==> src/rtl/erase_cmd_pkg.sv <==
package erase_cmd_pkg;

  localparam int NUM_SECT = 19;
  localparam int SECT_IDX_W = 5;

  localparam logic [7:0] CODE_UNLOCK_A = 8'hAA;
  localparam logic [7:0] CODE_UNLOCK_B = 8'h55;
  localparam logic [7:0] CODE_SETUP    = 8'h80;
  localparam logic [7:0] CODE_CHIP     = 8'h10;
  localparam logic [7:0] CODE_SECTOR   = 8'h30;
  localparam logic [7:0] CODE_SUSPEND  = 8'hB0;
  localparam logic [7:0] CODE_RESUME   = 8'h30;

  localparam logic [11:0] ADDR_UNLOCK_A = 12'h555;
  localparam logic [11:0] ADDR_UNLOCK_B = 12'h2AA;

  typedef enum logic [3:0] {
    ST_READ,
    ST_UNL1,
    ST_UNL2,
    ST_SETUP,
    ST_UNL3,
    ST_UNL4,
    ST_WINDOW,
    ST_ERASING,
    ST_SUSPENDED
  } seq_state_e;

  // Non-uniform layout: four small sectors at the bottom, then 64 KiB sectors.
  function automatic logic [SECT_IDX_W-1:0] sector_of(input logic [19:0] a);
    logic [SECT_IDX_W-1:0] idx;
    if (a[19:16] != 4'd0)        idx = 5'd3 + {1'b0, a[19:16]};
    else if (a[15])              idx = 5'd3;
    else if (a[14:13] == 2'b11)  idx = 5'd2;
    else if (a[14:13] == 2'b10)  idx = 5'd1;
    else                         idx = 5'd0;
    return idx;
  endfunction

  // Count value loaded when the acceptance window (re)starts.
  function automatic int unsigned window_load(input int unsigned cycles);
    return cycles - 1;
  endfunction

endpackage

==> src/rtl/erase_seq_fsm.sv <==
module erase_seq_fsm
  import erase_cmd_pkg::*;
#(
  parameter int ADDR_W        = 20,
  parameter int CMD_ADDR_BITS = 11
) (
  input  logic              clk,
  input  logic              rst_n,
  input  logic              wr_en,
  input  logic [ADDR_W-1:0] wr_addr,
  input  logic [7:0]        wr_data,
  input  logic              window_expired,
  input  logic              erase_done,
  output seq_state_e        state,
  output logic              chip_mode,
  output logic              ev_first_sector,
  output logic              ev_more_sector,
  output logic              ev_window_touch,
  output logic              ev_chip_go,
  output logic              ev_sector_go,
  output logic              ev_suspend,
  output logic              ev_resume,
  output logic              ev_abort
);

  localparam logic [ADDR_W-1:0] CMD_MASK = ADDR_W'((64'd1 << CMD_ADDR_BITS) - 64'd1);
  localparam logic [ADDR_W-1:0] A_UNL_A  = ADDR_W'(ADDR_UNLOCK_A);
  localparam logic [ADDR_W-1:0] A_UNL_B  = ADDR_W'(ADDR_UNLOCK_B);

  seq_state_e state_nx;
  logic       at_a, at_b;

  assign at_a = (wr_addr & CMD_MASK) == (A_UNL_A & CMD_MASK);
  assign at_b = (wr_addr & CMD_MASK) == (A_UNL_B & CMD_MASK);

  always_comb begin
    state_nx        = state;
    ev_first_sector = 1'b0;
    ev_more_sector  = 1'b0;
    ev_window_touch = 1'b0;
    ev_chip_go      = 1'b0;
    ev_sector_go    = 1'b0;
    ev_suspend      = 1'b0;
    ev_resume       = 1'b0;
    ev_abort        = 1'b0;
    unique case (state)
      ST_READ: begin
        if (wr_en && at_a && wr_data == CODE_UNLOCK_A) state_nx = ST_UNL1;
      end
      ST_UNL1: begin
        if (wr_en) begin
          if (at_b && wr_data == CODE_UNLOCK_B) state_nx = ST_UNL2;
          else begin state_nx = ST_READ; ev_abort = 1'b1; end
        end
      end
      ST_UNL2: begin
        if (wr_en) begin
          if (at_a && wr_data == CODE_SETUP) state_nx = ST_SETUP;
          else begin state_nx = ST_READ; ev_abort = 1'b1; end
        end
      end
      ST_SETUP: begin
        if (wr_en) begin
          if (at_a && wr_data == CODE_UNLOCK_A) state_nx = ST_UNL3;
          else begin state_nx = ST_READ; ev_abort = 1'b1; end
        end
      end
      ST_UNL3: begin
        if (wr_en) begin
          if (at_b && wr_data == CODE_UNLOCK_B) state_nx = ST_UNL4;
          else begin state_nx = ST_READ; ev_abort = 1'b1; end
        end
      end
      ST_UNL4: begin
        if (wr_en) begin
          if (at_a && wr_data == CODE_CHIP) begin
            state_nx   = ST_ERASING;
            ev_chip_go = 1'b1;
          end else if (wr_data == CODE_SECTOR) begin
            state_nx        = ST_WINDOW;
            ev_first_sector = 1'b1;
          end else begin
            state_nx = ST_READ;
            ev_abort = 1'b1;
          end
        end
      end
      ST_WINDOW: begin
        if (wr_en) begin
          if (wr_data == CODE_SECTOR) begin
            ev_more_sector  = 1'b1;
            ev_window_touch = 1'b1;
          end else if (wr_data == CODE_SUSPEND) begin
            ev_window_touch = 1'b1;
          end else begin
            state_nx = ST_READ;
            ev_abort = 1'b1;
          end
        end else if (window_expired) begin
          state_nx     = ST_ERASING;
          ev_sector_go = 1'b1;
        end
      end
      ST_ERASING: begin
        if (erase_done) state_nx = ST_READ;
        else if (wr_en && wr_data == CODE_SUSPEND && !chip_mode) begin
          state_nx   = ST_SUSPENDED;
          ev_suspend = 1'b1;
        end
      end
      ST_SUSPENDED: begin
        if (wr_en && wr_data == CODE_RESUME) begin
          state_nx  = ST_ERASING;
          ev_resume = 1'b1;
        end
      end
      default: state_nx = ST_READ;
    endcase
  end

  always_ff @(posedge clk) begin
    if (!rst_n) begin
      state     <= ST_READ;
      chip_mode <= 1'b0;
    end else begin
      state <= state_nx;
      if (ev_chip_go)           chip_mode <= 1'b1;
      else if (ev_first_sector) chip_mode <= 1'b0;
    end
  end

endmodule

==> src/rtl/erase_window_timer.sv <==
module erase_window_timer
  import erase_cmd_pkg::*;
#(
  parameter int WINDOW_CYCLES = 10000
) (
  input  logic clk,
  input  logic rst_n,
  input  logic arm,
  input  logic run,
  output logic expired
);

  localparam int CNT_W = (WINDOW_CYCLES > 2) ? $clog2(WINDOW_CYCLES) : 1;
  localparam logic [CNT_W-1:0] LOAD = CNT_W'(window_load(WINDOW_CYCLES));

  logic [CNT_W-1:0] cnt;

  always_ff @(posedge clk) begin
    if (!rst_n)                          cnt <= '0;
    else if (arm)                        cnt <= LOAD;
    else if (run && cnt != '0)           cnt <= cnt - 1'b1;
  end

  assign expired = run && (cnt == '0);

endmodule

==> src/rtl/erase_sector_accum.sv <==
module erase_sector_accum #(
  parameter int NUM_SECT = 19,
  parameter int IDX_W    = 5
) (
  input  logic                clk,
  input  logic                rst_n,
  input  logic                clr,
  input  logic                add,
  input  logic                fill,
  input  logic [IDX_W-1:0]    idx,
  output logic [NUM_SECT-1:0] map
);

  for (genvar i = 0; i < NUM_SECT; i++) begin : g_bit
    logic hit;
    assign hit = add && (idx == IDX_W'(i));
    always_ff @(posedge clk) begin
      if (!rst_n)      map[i] <= 1'b0;
      else if (fill)   map[i] <= 1'b1;
      else if (clr)    map[i] <= hit;
      else if (hit)    map[i] <= 1'b1;
    end
  end

endmodule

==> src/rtl/erase_cmd_decoder.sv <==
module erase_cmd_decoder
  import erase_cmd_pkg::*;
#(
  parameter int ADDR_W        = 20,
  parameter int CMD_ADDR_BITS = 11,
  parameter int WINDOW_CYCLES = 10000
) (
  input  logic                clk,
  input  logic                rst_n,
  input  logic                wr_en,
  input  logic [ADDR_W-1:0]   wr_addr,
  input  logic [7:0]          wr_data,
  input  logic                erase_done,
  output logic                erase_start,
  output logic                erase_chip,
  output logic [NUM_SECT-1:0] erase_map,
  output logic                suspend_req,
  output logic                resume_req,
  output logic                cmd_idle
);

  seq_state_e            state;
  logic                  chip_mode;
  logic                  ev_first_sector, ev_more_sector, ev_window_touch;
  logic                  ev_chip_go, ev_sector_go, ev_suspend, ev_resume, ev_abort;
  logic                  window_expired;
  logic                  window_arm, window_run;
  logic [SECT_IDX_W-1:0] sector_idx;

  assign sector_idx = sector_of(wr_addr[19:0]);
  assign window_arm = ev_first_sector | ev_window_touch;
  assign window_run = (state == ST_WINDOW);

  erase_seq_fsm #(
    .ADDR_W        (ADDR_W),
    .CMD_ADDR_BITS (CMD_ADDR_BITS)
  ) seq_i (
    .clk             (clk),
    .rst_n           (rst_n),
    .wr_en           (wr_en),
    .wr_addr         (wr_addr),
    .wr_data         (wr_data),
    .window_expired  (window_expired),
    .erase_done      (erase_done),
    .state           (state),
    .chip_mode       (chip_mode),
    .ev_first_sector (ev_first_sector),
    .ev_more_sector  (ev_more_sector),
    .ev_window_touch (ev_window_touch),
    .ev_chip_go      (ev_chip_go),
    .ev_sector_go    (ev_sector_go),
    .ev_suspend      (ev_suspend),
    .ev_resume       (ev_resume),
    .ev_abort        (ev_abort)
  );

  erase_window_timer #(
    .WINDOW_CYCLES (WINDOW_CYCLES)
  ) timer_i (
    .clk     (clk),
    .rst_n   (rst_n),
    .arm     (window_arm),
    .run     (window_run),
    .expired (window_expired)
  );

  erase_sector_accum #(
    .NUM_SECT (NUM_SECT),
    .IDX_W    (SECT_IDX_W)
  ) accum_i (
    .clk   (clk),
    .rst_n (rst_n),
    .clr   (ev_first_sector | ev_chip_go),
    .add   (ev_first_sector | ev_more_sector),
    .fill  (ev_chip_go),
    .idx   (sector_idx),
    .map   (erase_map)
  );

  always_ff @(posedge clk) begin
    if (!rst_n) begin
      erase_start <= 1'b0;
      suspend_req <= 1'b0;
      resume_req  <= 1'b0;
    end else begin
      erase_start <= ev_chip_go | ev_sector_go;
      suspend_req <= ev_suspend;
      resume_req  <= ev_resume;
    end
  end

  assign erase_chip = chip_mode;
  assign cmd_idle   = (state == ST_READ);

endmodule

==> config.mk <==
export PLATFORM = sky130hd
export DESIGN_NAME = erase_cmd_decoder
export DESIGN_NICKNAME = d
export VERILOG_FILES = /design/src/rtl/erase_cmd_pkg.sv /design/src/rtl/erase_seq_fsm.sv /design/src/rtl/erase_window_timer.sv /design/src/rtl/erase_sector_accum.sv /design/src/rtl/erase_cmd_decoder.sv
export SDC_FILE = /design/constraint.sdc
export NUM_CORES = 1
export LEC_CHECK = 0
export CAP_MARGIN = 20
export CORE_MARGIN = 3
export CORE_UTILIZATION = 40
export DETAILED_ROUTE_END_ITERATION = 16
export PLACE_DENSITY = 0.66
export SLEW_MARGIN = 20
export SYNTH_ARGS = -nofsm -noshare
export SYNTH_HDL_FRONTEND = slang
export SYNTH_SLANG_ARGS = --single-unit
==> constraint.sdc <==
create_clock -name clk -period 2.4 [get_ports clk]
set_input_delay 0.6 -clock clk [delete_from_list [all_inputs] [get_ports clk]]
set_output_delay 0.6 -clock clk [all_outputs]
set_load 0.01 [all_outputs]
==> flow_metrics.tcl <==
set metrics [dict create \
    tns_ns 0 \
    ir_drop_v 0.000303 \
    netlist.area_leader.share_pct 33.3 \
    root_buffer "clkbuf_8" \
    fillCellCount 529 \
    vias 2498 \
    required_ns 1.80 \
    min_period_over_period_pct 93.3 \
    post_drt_wl_per_cell_um 14.2 \
    worst-r2r-setup-slack_ns 0.47 \
    synthFlopType "dfxtp_1" \
    setup.worst_path.start "seq_i.state[3]" \
    synth_area_mm2 0.00246 \
    htreeDepth 2 \
    ys_seq_elements 41 \
    coreArea_mm2 0.00574 \
    ys_warn_count 0 \
    syn_area_per_cell_um2 8.64 \
    worstMarginPinSlew_ns 0.504 \
    num_io_pins 56 \
    setup_violations 0 \
    finalPower_mw 1.47 \
    fmax_mhz 447 \
    worstHoldStart "accum_i.map[0]" \
    ctsHoldBuffers 0 \
    hold_class "reg -> reg" \
    grt_overflow 0 \
    drtPass1Iterations 4 \
    numPlacedInstances 437 \
    synth.top_cells.by_area "dfxtp_1 33%, o22ai_1 4.3%, a21oi_1 3.9%" \
    grt_pass1_vias 2369 \
    io_buffers 53 \
    instances_no_fill 444 \
    grt_usage_pct 17.7 \
    synth-seq-area-share_pct 33.3 \
    start_util_pct 42.9 \
    async_reset_ff_share_pct 0 \
    gp_congestion 0.828 \
    p_per_area_mw_per_mm2 426 \
    area_delta_synth_final_pct 40.0 \
    die_x_um 84.5 \
    num_antenna_cells 0 \
    rows 27 \
    grt_pass1_wl_mm 10.6 \
    post_cts_buffers 0 \
    dp_hpwl_mm 4.92 \
    dp_slack_ns -0.0933 \
    reg2reg_depth 6 \
    setup.worst_path.end_class "primary output" \
    maxSlewViolCount 0 \
    setup_ws_ns 0.162 \
    min_path_cells 2 \
    cts_sinks 41 \
    clk_pin_slew_ns 0.08 \
    outcome "complete, no violations" \
    yosysUniqueCellTypes 57 \
    drive_gt1_share_pct 20.4 \
    grt_setup_unrepaired "no" \
    fp.dieArea_mm2 0.00713 \
    grt_max_degree 21 \
    cp_max_fo 3 \
    clkLatencyLatePin_ns 0.29 \
    cp-start-kind "flip-flop" \
    cts-buffers-inserted 5 \
    maxSlewHeadroom_pct 65.9 \
    cts_buffer_depth 2 \
    max-cap-violations 0 \
    regToRegStartpoint "seq_i.state[3]" \
    routed_wl_mm 6.30 \
    hold_violations 0 \
    leakage_nw 1.22 \
    drt_drc_violations_left 0 \
    viasPerCell 5.63 \
    fin_nets 406 \
    crit_type "reg -> out" \
    placed_cell_area_mm2 0.00334 \
    syn_nets 319 \
    fin_skew_ns 0.00484 \
    die_h_um 84.5 \
    period_minus_slack_ns 2.24 \
    ant_nets 0 \
    cts_tree "yes" \
    syn_inst 285 \
    postLayoutCellArea_mm2 0.00345 \
    arrival_ns 1.64 \
    yosysTopAreaCell "dfxtp_1" \
    drt-initial-drc-count 83 \
    antenna_found_initial 0 \
    synth_edf_count 0 \
]
==> power breakdown <==
part / leakage (nW) / switching [mW] / total, mW / internal, mW
clock: 0.0540 / 0.230 / 0.533 / 0.302
combinational: 0.834 / 0.119 / 0.251 / 0.132
sequential: 0.330 / 0.00224 / 0.686 / 0.683
==> cells in the mapped netlist (2+ instances only) <==
| library cell | n |
|---|---|
| dfxtp_1 | 41 |
| nand2_1 | 24 |
| a21oi_1 | 19 |
| nor2_1 | 19 |
| o22ai_1 | 17 |
| nand4_1 | 13 |
| nand3_1 | 11 |
| a21oi_2 | 10 |
| a31oi_1 | 8 |
| xor2_1 | 8 |
| clkbuf_1 | 7 |
| inv_1 | 7 |
| mux2i_1 | 7 |
| nor4_1 | 7 |
| o21ai_0 | 7 |
| nor2b_1 | 6 |
| nand3b_1 | 4 |
| nand4b_1 | 4 |
| nor3_1 | 4 |
| nor3b_1 | 4 |
| nor4bb_1 | 4 |
| xnor2_1 | 4 |
| and2_1 | 3 |
| and4b_1 | 3 |
| buf_2 | 3 |
| nor4_2 | 3 |
| and4bb_2 | 2 |
| buf_6 | 2 |
| ha_1 | 2 |
| mux2_2 | 2 |
| nor4b_1 | 2 |
| o211ai_1 | 2 |
| or3_1 | 2 |
==> sequential cells by signal, indices dropped and copies added (netlist names) <==
register and cells:
accum_i.map 19, erase_start 1, resume_req 1, seq_i.chip_mode 1, seq_i.state 4, suspend_req 1
timer_i.cnt 14
==> layout make-up <==
class	count	area (um^2)	area share (%)
sequential	41	821	23.8
clock buffer	5	68.8	2.00
timing repair buffer	93	856	24.8
clock inverter	2	35.0	1.02
inverter	7	26.3	0.762
multi-input combinational	224	1550	45.0
tap	72	90.1	2.61
==> layout by cell type (no fill, tap or decap), types with 3 or more instances in the layout <==
cell type        synthesis  layout
clkbuf_8                 0       5
a21oi_2                 10      10
nor4bb_1                 4       4
nor3_1                   4       4
and4b_1                  3       3
nor3b_1                  4       4
nand2_1                 24      24
o22ai_1                 17      17
a31oi_1                  8       8
nor4_2                   3       4
nor4_1                   7       6
nor2_1                  19      19
xor2_1                   8       8
nand3b_1                 4       4
buf_4                    1      38
xnor2_1                  4       4
and2_1                   3       3
nand4b_1                 4       4
o21ai_0                  7       7
a21oi_1                 19      19
nand3_1                 11      11
mux2i_1                  7       7
inv_1                    7       7
nand4_1                 13      13
nor2b_1                  6       6
clkdlybuf4s50_1          0      53
dfxtp_1                 41      41
==> what timing repair did <==
| action | 4_1_cts | 5_1_grt |
|---|---|---|
| gates resized for setup | 0 | 1 |
| setup endpoints to repair | 0 | 1 |
| hold endpoints to repair | 0 | 0 |
==> routing by layer <==
metal	global-route usage, %	up-vias	share of wire [%]
li1	-	1256	-
met1	23.9	1152	47
met2	28.3	85	46
met3	3.93	5	6.4
met4	5.18	0	1.1
met5	0	-	0
==> critical path, stage by stage (launching register included) <==
cell	delay (ns)
dfxtp_1	0.35
nor4_2	0.40
clkdlybuf4s50_1	0.61
==> worst paths after layout <==
path | to
min | accum_i.map[0]
max reg2reg | timer_i.cnt[10]
min reg2reg | accum_i.map[0]
max | cmd_idle
==> logic make-up after synthesis <==
family                   after synthesis  synth area share [%]
flip-flops                            41                  33.3
AND/OR/NAND/NOR                      130                  34.2
AO/OA/AOI/OAI                         71                  19.5
multiplexers                           9                  3.76
buffers and inverters                 20                  3.96
XOR/XNOR                              12                  4.27
adder cells (fa/ha/maj)                2                  1.02
==> per-stage QoR <==
stage / utilization (%) / hold slack, ns
final: 60.0 / 0.479
after global routing: 60.0 / 0.494
after CTS: 59.9 / 0.484
after detailed placement: 58.1 / 0.472
after global placement: 58.1 / 0.466
after floorplan: - / 0.493
(Power assumes the default switching activity.)
